$ cat src/rtl/chg_mode_pkg.sv
package chg_mode_pkg;
   // Charge mode encoding on the fast_mode output
   typedef enum logic {
      MODE_TRICKLE = 1'b0,
      MODE_FAST    = 1'b1
   } chg_mode_e;

   // Index of each held trickle cause in the cause vector
   localparam int unsigned CAUSE_HOT   = 0;
   localparam int unsigned CAUSE_TMR   = 1;
   localparam int unsigned CAUSE_SLOPE = 2;
   localparam int unsigned N_CAUSES    = 3;
endpackage

$ cat src/rtl/chg_cause_latch.sv
module chg_cause_latch #(
   parameter bit STICKY = 1'b1
) (
   input  logic clk,
   input  logic rst_n,
   input  logic set_i,
   output logic active_o
);
   generate
      if (STICKY) begin : g_sticky
         logic held_q;
         always_ff @(posedge clk or negedge rst_n) begin
            if (!rst_n) held_q <= 1'b0;
            else if (set_i) held_q <= 1'b1;
         end
         // The cause counts from the cycle it is raised, then stays held
         assign active_o = set_i | held_q;
      end else begin : g_pass
         assign active_o = set_i;
      end
   endgenerate
endmodule

$ cat src/rtl/chg_holdoff_cnt.sv
module chg_holdoff_cnt #(
   parameter int unsigned LIMIT = 177,
   localparam int unsigned CW   = $clog2(LIMIT + 1)
) (
   input  logic clk,
   input  logic rst_n,
   input  logic tick_i,
   input  logic run_i,     // current state is fast
   input  logic keep_i,    // next state is fast
   output logic done_o
);
   localparam logic [CW-1:0] LIM = CW'(LIMIT);

   generate
      if (LIMIT < 1) begin : g_bad_limit
         $error("chg_holdoff_cnt: LIMIT must be at least 1");
      end
   endgenerate

   logic [CW-1:0] cnt_q;

   always_ff @(posedge clk or negedge rst_n) begin
      if (!rst_n) cnt_q <= '0;
      else if (!keep_i) cnt_q <= '0;
      else if (tick_i && run_i && (cnt_q != LIM)) cnt_q <= cnt_q + 1'b1;
   end

   assign done_o = (cnt_q == LIM);

   // the count never passes its saturation value
   a_r8_no_overflow: assert property (@(posedge clk) disable iff (!rst_n)
      cnt_q <= LIM);

   // leaving fast mode restarts the count
   a_r9_restart: assert property (@(posedge clk) disable iff (!rst_n)
      !keep_i |=> (cnt_q == '0));
endmodule

$ cat src/rtl/chg_mode_ctrl.sv
module chg_mode_ctrl #(
   parameter int unsigned HOLDOFF_SEC = 177,
   parameter bit          TIMER_LATCH = 1'b1
) (
   input  logic clk,
   input  logic rst_n,
   input  logic tick_1s,
   input  logic v_high,
   input  logic v_low,
   input  logic temp_hot,
   input  logic temp_cold,
   input  logic tmr_done,
   input  logic slope_det,
   output logic fast_mode,
   output logic holdoff_done
);
   import chg_mode_pkg::*;

   localparam logic [N_CAUSES-1:0] STICKY_MASK =
      {1'b1, TIMER_LATCH, 1'b1};   // slope, timer, hot

   chg_mode_e          mode_q;
   logic               fast_next;
   logic               self_clr;
   logic               slope_acc;
   logic [N_CAUSES-1:0] cause_set;
   logic [N_CAUSES-1:0] cause_act;

   // A slope report counts only once the holdoff has expired in fast mode
   assign slope_acc = slope_det && holdoff_done && (mode_q == MODE_FAST);

   always_comb begin
      cause_set              = '0;
      cause_set[CAUSE_HOT]   = temp_hot;
      cause_set[CAUSE_TMR]   = tmr_done;
      cause_set[CAUSE_SLOPE] = slope_acc;
   end

   genvar gi;
   generate
      for (gi = 0; gi < N_CAUSES; gi++) begin : g_cause
         chg_cause_latch #(.STICKY(STICKY_MASK[gi])) u_latch (
            .clk      (clk),
            .rst_n    (rst_n),
            .set_i    (cause_set[gi]),
            .active_o (cause_act[gi])
         );
      end
   endgenerate

   assign self_clr  = v_high | v_low | temp_cold;
   assign fast_next = !(self_clr || (|cause_act));

   always_ff @(posedge clk or negedge rst_n) begin
      if (!rst_n) mode_q <= MODE_FAST;
      else        mode_q <= fast_next ? MODE_FAST : MODE_TRICKLE;
   end

   assign fast_mode = (mode_q == MODE_FAST);

   chg_holdoff_cnt #(.LIMIT(HOLDOFF_SEC)) u_hold (
      .clk    (clk),
      .rst_n  (rst_n),
      .tick_i (tick_1s),
      .run_i  (fast_mode),
      .keep_i (fast_next),
      .done_o (holdoff_done)
   );

   // window fault forces trickle on the next cycle
   a_r2_window_trickle: assert property (@(posedge clk) disable iff (!rst_n)
      (v_high || v_low) |=> !fast_mode);
   // hot pack stays in trickle
   a_r4_hot_sticky: assert property (@(posedge clk) disable iff (!rst_n)
      temp_hot |=> !fast_mode);
   a_r4_hot_hold: assert property (@(posedge clk) disable iff (!rst_n)
      (!fast_mode && $past(temp_hot)) |=> !fast_mode);
   // slope before holdoff is ignored when nothing else is active
   a_r6_slope_gate: assert property (@(posedge clk) disable iff (!rst_n)
      (slope_det && !holdoff_done && fast_mode && !v_high && !v_low
       && !temp_hot && !temp_cold && !tmr_done) |=> fast_mode);
   // holdoff complete only while fast
   a_r8_done_in_fast: assert property (@(posedge clk) disable iff (!rst_n)
      holdoff_done |-> fast_mode);
   // accepted slope forces trickle
   a_r7_slope_trickle: assert property (@(posedge clk) disable iff (!rst_n)
      (slope_det && holdoff_done) |=> !fast_mode);
endmodule

$ cat config.mk
export PLATFORM = sky130hd
export DESIGN_NAME = chg_mode_ctrl
export DESIGN_NICKNAME = d
export VERILOG_FILES = /design/src/rtl/chg_mode_pkg.sv /design/src/rtl/chg_cause_latch.sv /design/src/rtl/chg_holdoff_cnt.sv /design/src/rtl/chg_mode_ctrl.sv
export SDC_FILE = /design/constraint.sdc
export NUM_CORES = 1
export LEC_CHECK = 0
export ABC_AREA = 1
export BUFFER_PORTS_ARGS = -buffer_cell sky130_fd_sc_hd__buf_2
export CELL_PAD_IN_SITES_DETAIL_PLACEMENT = 0
export CELL_PAD_IN_SITES_GLOBAL_PLACEMENT = 1
export CORE_MARGIN = 4
export CORE_UTILIZATION = 40
export CTS_CLUSTER_SIZE = 25
export DETAILED_ROUTE_END_ITERATION = 8
export GPL_ROUTABILITY_DRIVEN = 0
export GPL_TIMING_DRIVEN = 0
export HOLD_SLACK_MARGIN = 0.03
export PLACE_DENSITY = 0.74
export SKIP_LAST_GASP = 1
export SYNTH_ARGS = -nofsm -noshare
export SYNTH_HDL_FRONTEND = slang
export SYNTH_SLANG_ARGS = --single-unit
$ cat constraint.sdc
create_clock -name clk -period 1.8 [get_ports clk]
set_input_delay 0.18 -clock clk [delete_from_list [all_inputs] [get_ports clk]]
set_output_delay 0.18 -clock clk [all_outputs]
set_load 0.02 [all_outputs]
### After elaboration in Yosys (flattened, before gate mapping)

Cells that the tools add are included.

| storage, ports and cells | value |
|---|---|
| bits in registers | 12 |
| bits of input ports | 9 |
| output and inout port bits | 2 |

| cells by class | value |
|---|---|
| $add $sub $neg | 1 |
| equal/unequal tests | 2 |
| mux-type cells | 3 |
| bitwise operators | 5 |
| reductions and logical operators | 7 |

Operator list:

| cell | number |
|---|---|
| $mux W8 | 2 |
| $add A8 B1 Y8 const B | 1 |
| $eq A8 B8 Y1 const B | 1 |
| $ne A8 B8 Y1 const B | 1 |
| $or A1 B1 Y1 | 5 |
| $logic_and A1 B1 Y1 | 4 |
| $reduce_or A3 Y1 | 1 |
| $reduce_bool A2 Y1 | 1 |
| $logic_or A1 B1 Y1 | 1 |
| $mux W1 | 1 |

### Logic depth before layout (Yosys ltp)

Gate-level depths: netlist of the first run.

| logic depth | value |
|---|---|
| depth after elaboration | 7 |
| gate-level depth with buffers | 10 |
| depth with buffers taken out | 10 |

### Modules after synthesis

Synthesis of the first run repeated with hierarchy kept, for this count alone.

| second synthesis, totals | value |
|---|---|
| cells, all modules | 96 |
| area, all modules | 718.2 um2 |

By module, submodules not included:

| module | times used | cells each | area each (um2) | sequential area each (um2) |
|---|---|---|---|---|
| chg_holdoff_cnt | 1 | 74 | 544.3 | 200.2 |
| chg_cause_latch | 3 | 5 | 40.0 | 25.0 |
| chg_mode_ctrl | 1 | 7 | 53.8 | 26.3 |

### Worst setup path after synthesis of the first run

No wires, ideal clock.

| timing path | value |
|---|---|
| kind | register to register |
| start point | register u_hold.cnt_q[1] |
| end point | register u_hold.cnt_q[6] |
| arrival time | 1.154 ns |
| data required time | 1.680 ns |
| path slack | 0.526 ns |
| cell stages (with the launch flop) | 9 |
| path buffers | 0 |
| period minus slack after synthesis | 1.274 ns |
| path through | dfrtp_1 -> inv_1 -> ha_1 -> nand2_1 -> nor2_2 -> nand3b_1 -> nand2_2 -> nor2_8 -> and3_1 |

| between the ends | value |
|---|---|
| longest elaborated chain between the ends | 7 |
| elaborated cells on any way between the ends | 12 |
| those cells by class | add/sub (1); eq/ne (2); mux (2); bitwise (1); reduce/logical (6) |

Ends and longest elaborated chain:

| item | RTL line | RTL |
|---|---|---|
| from (decl) | chg_holdoff_cnt.sv:20 | `logic [CW-1:0] cnt_q;` |
| from (signal assigned) | chg_holdoff_cnt.sv:25 | `else if (tick_i && run_i && (cnt_q != LIM)) cnt_q <= cnt_q + 1'b1;` |
| parallel branches: the longest is 7 deep, another holds $add A8 B1 Y8 | n/a |  |

Parallel ways; which one is timed is not known. The select of a mux whose other input is x is not followed.
A chain may end at the register's enable or synchronous reset.

### Worst setup path in the final report of the first run

| timing path | value |
|---|---|
| start point | register u_hold.cnt_q[1] |
| end point | output port holdoff_done |

| between the ends | value |
|---|---|
| longest elaborated chain between the ends | 1 |

Ends and longest elaborated chain:

| item | RTL line | RTL |
|---|---|---|
| $eq A8 B8 Y1 | chg_holdoff_cnt.sv:28 | `assign done_o = (cnt_q == LIM);` |
| to (decl) | chg_mode_ctrl.sv:15 | `output logic holdoff_done` |

No other way between the ends.

==> impl_metrics.py, run 1 <==
metrics = {
    "timing": {
        "worst_pin_slew_ns": 0.278,
        "post-route-period-util_pct": 88.7,
        "slew-limit-headroom_pct": 81.5,
        "setup_viol": 0,
        "drv_slew": 0,
        "skew_ns": 0.00324,
        "rsz0062_at_grt": "no",
        "tns_ns": 0,
        "fmax_ghz": 0.627,
        "hold_viol": 0,
        "period_minus_slack_ns": 1.60,
    },
    "clocking": {
        "cts_setup_buffers": 0,
        "cts_sinks": 12,
        "cts.reportedPaths.clkPinSlew_ns": 0.08,
        "cts_tree": "done",
        "clk_latency_ns": 0.27,
        "root_buffer": "clkbuf_4",
        "cts-resized-gates": 0,
        "cts.path.max_buffers": 2,
        "cts_inserted_buffers": 3,
        "htreeDepth": 1,
    },
    "drt": {
        "totalWireLength_um": 1240,
        "wl_per_cell_um": 10.4,
        "drt_first_iter_violations": 13,
        "dr_total_vias": 522,
        "ant_nets": 0,
        "drc": 0,
        "dr.pass1.iters": 4,
        "viasPerCell": 4.39,
    },
    "grt": {
        "grt_pass1_wl_um": 2180,
        "grt_pass1_vias": 479,
        "track_usage_pct": 11.6,
        "grt_antenna_before_repair": 0,
        "grt_max_degree": 13,
        "grt.overflow.total": 0,
    },
    "floorplan": {
        "start_util_pct": 44.3,
        "die-area_mm2": 0.00250,
        "die_h_um": 50,
        "io_pins": 11,
        "coreArea_mm2": 0.00159,
        "die_x_um": 50,
        "rows": 14,
    },
    "synth": {
        "syn-num-nets": 91,
        "synth.distinct_cells": 26,
        "syn-mean-instance-area_um2": 8.82,
        "synth_seq_cells": 12,
        "syn_inst": 80,
        "ys_warn_count": 0,
        "yosysSeqAreaShare_pct": 42.7,
        "synthesis.area_um2": 706,
    },
    "setup_path": {
        "end_kind": "output port",
        "worstPathArrival_ns": 1.42,
        "crit_slowest_cell": "dfrtp_1",
        "cp_num_buf_inv": 3,
        "cp-start-kind": "flop",
        "path_class": "flop to output port",
        "worstPathMaxFanout": 7,
        "cp_common_cell": "inv_1",
        "crit_family": "flip-flops",
        "r2r_slack_ns": 0.41,
        "path_cells": "inv_1 > ha_1 > nand2_1 > nor2_2 > nand2_4 > inv_1 > buf_2",
        "max_stage_delay_ns": 0.41,
        "required_ns": 1.62,
    },
    "final_layout": {
        "final_util_pct": 52.2,
        "fin_area_um2": 832,
        "drive_gt1_share_pct": 36.8,
        "diodes": 0,
        "nNetsFinal": 107,
        "areaGrowthSynthToFinish_pct": 17.9,
    },
    "flow_run": {
        "cap_viol_max_count": 0,
    },
    "placement": {
        "hpwl_um": 941,
        "portBuffers": 10,
        "place_area_um2": 786,
    },
    "outcome": {
        "status": "finished clean",
    },
    "worst_hold_path": {
        "worstHoldPathType": "input pin to flop",
    },
    "power": {
        "peakVddDrop_uv": 417,
        "power_per_cell_area_mw_per_mm2": 603,
        "leakage_nw": 0.390,
    },
}
-- registers in the layout, indices dropped and copies added (netlist names) --
signal,count
fast_mode,1
g_cause.u_latch.g_sticky.held_q,3
u_hold.cnt_q,8
-- synth_stat cells, drive strengths merged --
| master | instances | share of area (%) |
|---|---|---|
| xor2 | 1 | 1.2 |
| nand3b | 1 | 1.1 |
| or2 | 3 | 3.0 |
| and3 | 1 | 0.89 |
| a21oi | 1 | 1.2 |
| o21bai | 1 | 1.1 |
| o21ai | 4 | 4.4 |
| dfstp | 1 | 3.7 |
| nor3b | 1 | 1.1 |
| clkinv | 1 | 0.53 |
| ha | 2 | 3.5 |
| nand4 | 2 | 1.8 |
| nor2 | 15 | 13 |
| nand2 | 17 | 13 |
| dfrtp | 11 | 39 |
| inv | 12 | 6.4 |
| nand3 | 5 | 3.5 |
| nor3 | 1 | 1.4 |
-- per-layer routing --
layer / wire length [µm] / GRT usage, % / vias up
met5: 0 / 0 / -
met3: 60 / 5.42 / 0
li1: - / - / 280
met1: 594 / 15.4 / 230
met4: 0 / 2.76 / 0
met2: 589 / 17.0 / 12
-- cells by family after synthesis --
group	count (synthesis)	synth area share [%]
AOI/OAI and AO/OA	6	6.74
xor gates and xnor gates	1	1.24
adders and majority gates	2	3.55
buffers and inverters	13	6.91
DFF	12	42.7
and+or+nand+nor	46	38.8
-- power by group --
group	internal, mW	switching, mW
clock	0.123	0.0928
combinational	0.00805	0.00835
sequential	0.269	0.0000000000000000217
-- through the flow --
| stage | setup WS (ns) | power [mW] | hold slack [ns] | instances |
|---|---|---|---|---|
| finish | 0.204 | 0.502 | 0.131 | 119 |
| detailed placement | 0.406 | 0.290 | 0.0782 | 114 |
| global route | 0.0954 | 0.524 | 0.127 | 119 |
| floorplan | 0.526 | 0.276 | -0.116 | 80 |
| CTS | 0.176 | 0.511 | 0.124 | 119 |
| global placement | 0.437 | 0.290 | 0.0824 | 114 |
-- final cells by class --
class	instances	area (µm²)
Tap cell	24	30.0
Sequential cell	12	302
Multi-Input combinational cell	55	355
Fill cell	158	762
Clock buffer	4	36.3
Inverter	13	48.8
Timing Repair Buffer	11	60.1
-- placed cells by master (no fill, tap or decap) --
master,count
a21oi_2,1
and3_1,1
buf_2,10
clkbuf_4,3
clkbuf_8,1
clkinv_1,1
dfrtp_1,11
dfstp_2,1
dlygate4sd3_1,1
ha_1,2
inv_1,8
inv_2,4
nand2_1,12
nand2_2,2
nand2_4,3
nand3_1,5
nand3b_1,1
nand4_1,2
nor2_1,10
nor2_2,2
nor2_4,2
nor2_8,1
nor3_2,1
nor3b_1,1
o21ai_0,1
o21ai_2,3
o21bai_1,1
or2_1,2
or2_4,1
xor2_1,1
-- path summary, 6_finish.rpt --
| kind | end | cells past startpoint | startpoint |
|---|---|---|---|
| worst max-delay path | holdoff_done | 7 | u_hold.cnt_q[1] |
| worst min-delay path | g_cause[1].u_latch.g_sticky.held_q | 2 | tmr_done |
| worst max register to register | u_hold.cnt_q[1] | 7 | u_hold.cnt_q[0] |
| worst min register to register | g_cause[1].u_latch.g_sticky.held_q | 1 | g_cause[1].u_latch.g_sticky.held_q |
| max in group asynchronous | fast_mode | 2 | rst_n |
| min in group asynchronous | u_hold.cnt_q[2] | 2 | rst_n |
-- timing repair --
item,in CTS,in global routing
hold endpoints to repair,11,0
setup endpoints to repair,0,0
hold buffers,1,0
Note: power is estimated with default switching activity, not from simulation.
==> inputs of run 2 (changes only) <==
Settings changed: CORE_MARGIN 4 to 5, TNS_END_PERCENT set to 5.
==> run 2 against run 1 <==
Worst hold slack lost 0.0081 ns. Count of clock-buffer cells in the layout is the same. Die area grew 8.2%. Worst setup slack is essentially flat. Combinational power is essentially flat. Sequential cell count is the same. Via count grew 1.3%. Critical endpoint unchanged.
==> impl_metrics.py, run 2 (same netlist as run 1, synthesis figures left out) <==
metrics = {
    "floorplan": {
        "die-area_mm2": 0.00270,
        "die_h_um": 52,
        "start_util_pct": 41.3,
        "die_x_um": 52,
        "io_pins": 11,
        "rows": 15,
        "coreArea_mm2": 0.00171,
    },
    "flow_run": {
        "cap_viol_max_count": 0,
    },
    "clocking": {
        "cts_setup_buffers": 0,
        "cts-resized-gates": 0,
        "root_buffer": "clkbuf_4",
        "htreeDepth": 1,
        "clk_latency_ns": 0.27,
        "cts.path.max_buffers": 2,
        "cts_tree": "done",
        "cts_sinks": 12,
        "hold_buffers": 1,
        "cts_inserted_buffers": 3,
        "cts.reportedPaths.clkPinSlew_ns": 0.08,
    },
    "power": {
        "leakage_nw": 0.390,
        "peakVddDrop_uv": 353,
        "power_per_cell_area_mw_per_mm2": 607,
    },
    "drt": {
        "dr.pass1.iters": 3,
        "drc": 0,
        "drt_first_iter_violations": 6,
        "dr_total_vias": 529,
        "viasPerCell": 4.41,
        "totalWireLength_um": 1210,
        "ant_nets": 0,
        "wl_per_cell_um": 10.1,
    },
    "worst_hold_path": {
        "worstHoldPathType": "input pin to flop",
    },
    "timing": {
        "hold_viol": 0,
        "holdWs_ns": 0.123,
        "post-route-period-util_pct": 88.7,
        "period_minus_slack_ns": 1.60,
        "slew-limit-headroom_pct": 81.5,
        "fmax_ghz": 0.627,
        "tns_ns": 0,
        "setup_viol": 0,
        "worst_pin_slew_ns": 0.277,
        "rsz0062_at_grt": "no",
        "drv_slew": 0,
        "skew_ns": 0.00341,
    },
    "grt": {
        "track_usage_pct": 11.9,
        "grt_antenna_before_repair": 0,
        "grt_max_degree": 13,
        "grt_pass1_vias": 545,
        "grt_pass1_wl_um": 2320,
        "grt.overflow.total": 0,
    },
    "setup_path": {
        "cp-start-kind": "flop",
        "worstPathArrival_ns": 1.42,
        "end_kind": "output port",
        "path_class": "flop to output port",
        "required_ns": 1.62,
        "worstPathMaxFanout": 7,
    },
    "final_layout": {
        "areaGrowthSynthToFinish_pct": 18.1,
        "nNetsFinal": 107,
        "drive_gt1_share_pct": 36.8,
        "final_cell_mix": "12 x nand2_1, 11 x dfrtp_1, 10 x nor2_1, 10 x buf_2, 8 x inv_1",
        "regMostFlops": "u_hold.cnt_q",
        "final_common_cell": "nand2_1",
        "final_cell_count_no_fill": 120,
        "largest_reg_flops": 8,
        "diodes": 0,
    },
    "placement": {
        "portBuffers": 10,
        "place_inst": 115,
        "hpwl_um": 956,
    },
    "outcome": {
        "status": "finished clean",
    },
}
==> run 2: cell type report <==
class | count | area (µm²)
multi-input cells | 55 | 355
clock buffers | 4 | 36.3
repair buffers | 11 | 60.1
fillers | 172 | 875
inverters | 13 | 48.8
well taps | 25 | 31.3
flip-flops and latches | 12 | 302
==> run 2: stage by stage <==
step | total power, mW | cell area (µm²) | utilization, % | setup WS (ns)
after floorplan | 0.276 | 706 | - | 0.526
after global placement | 0.290 | 787 | 46.1 | 0.393
after detailed placement | 0.290 | 787 | 46.1 | 0.382
after CTS | 0.512 | 833 | 48.8 | 0.183
after global routing | 0.531 | 833 | 48.8 | 0.0793
final | 0.506 | 833 | 48.8 | 0.204
==> run 2: metal layers <==
layer | share of wire (%) | track usage [%] | up-vias
met5 | 0 | 0 | -
met4 | 2.2 | 5.24 | 0
met3 | 6.0 | 3.72 | 4
met2 | 44 | 19.5 | 13
met1 | 48 | 14.3 | 229
li1 | - | - | 283
==> run 2: final timing paths <==
kind	start	cells after the start	endpoint	slack [ns]
worst max-delay path	u_hold.cnt_q[1]	7	holdoff_done	0.20
worst min register to register	g_cause[1].u_latch.g_sticky.held_q	1	g_cause[1].u_latch.g_sticky.held_q	0.49
worst max register to register	u_hold.cnt_q[1]	8	u_hold.cnt_q[6]	0.39
worst min-delay path	tmr_done	2	g_cause[1].u_latch.g_sticky.held_q	0.12
max in group asynchronous	rst_n	2	fast_mode	1.22
min in group asynchronous	rst_n	2	u_hold.cnt_q[6]	0.31
==> run 2: power breakdown <==
part | switching [mW] | total, mW | internal [mW]
Combinational | 0.00834 | 0.0164 | 0.00805
Sequential | 0.0000000000000000282 | 0.269 | 0.269
Clock | 0.0969 | 0.220 | 0.123
==> run 2: critical path, stage by stage (launching register included) <==
cell     delay (ns)
dfrtp_1        0.42
inv_1          0.07
ha_1           0.14
nand2_1        0.06
nor2_2         0.14
nand2_4        0.10
inv_1          0.06
buf_2          0.15
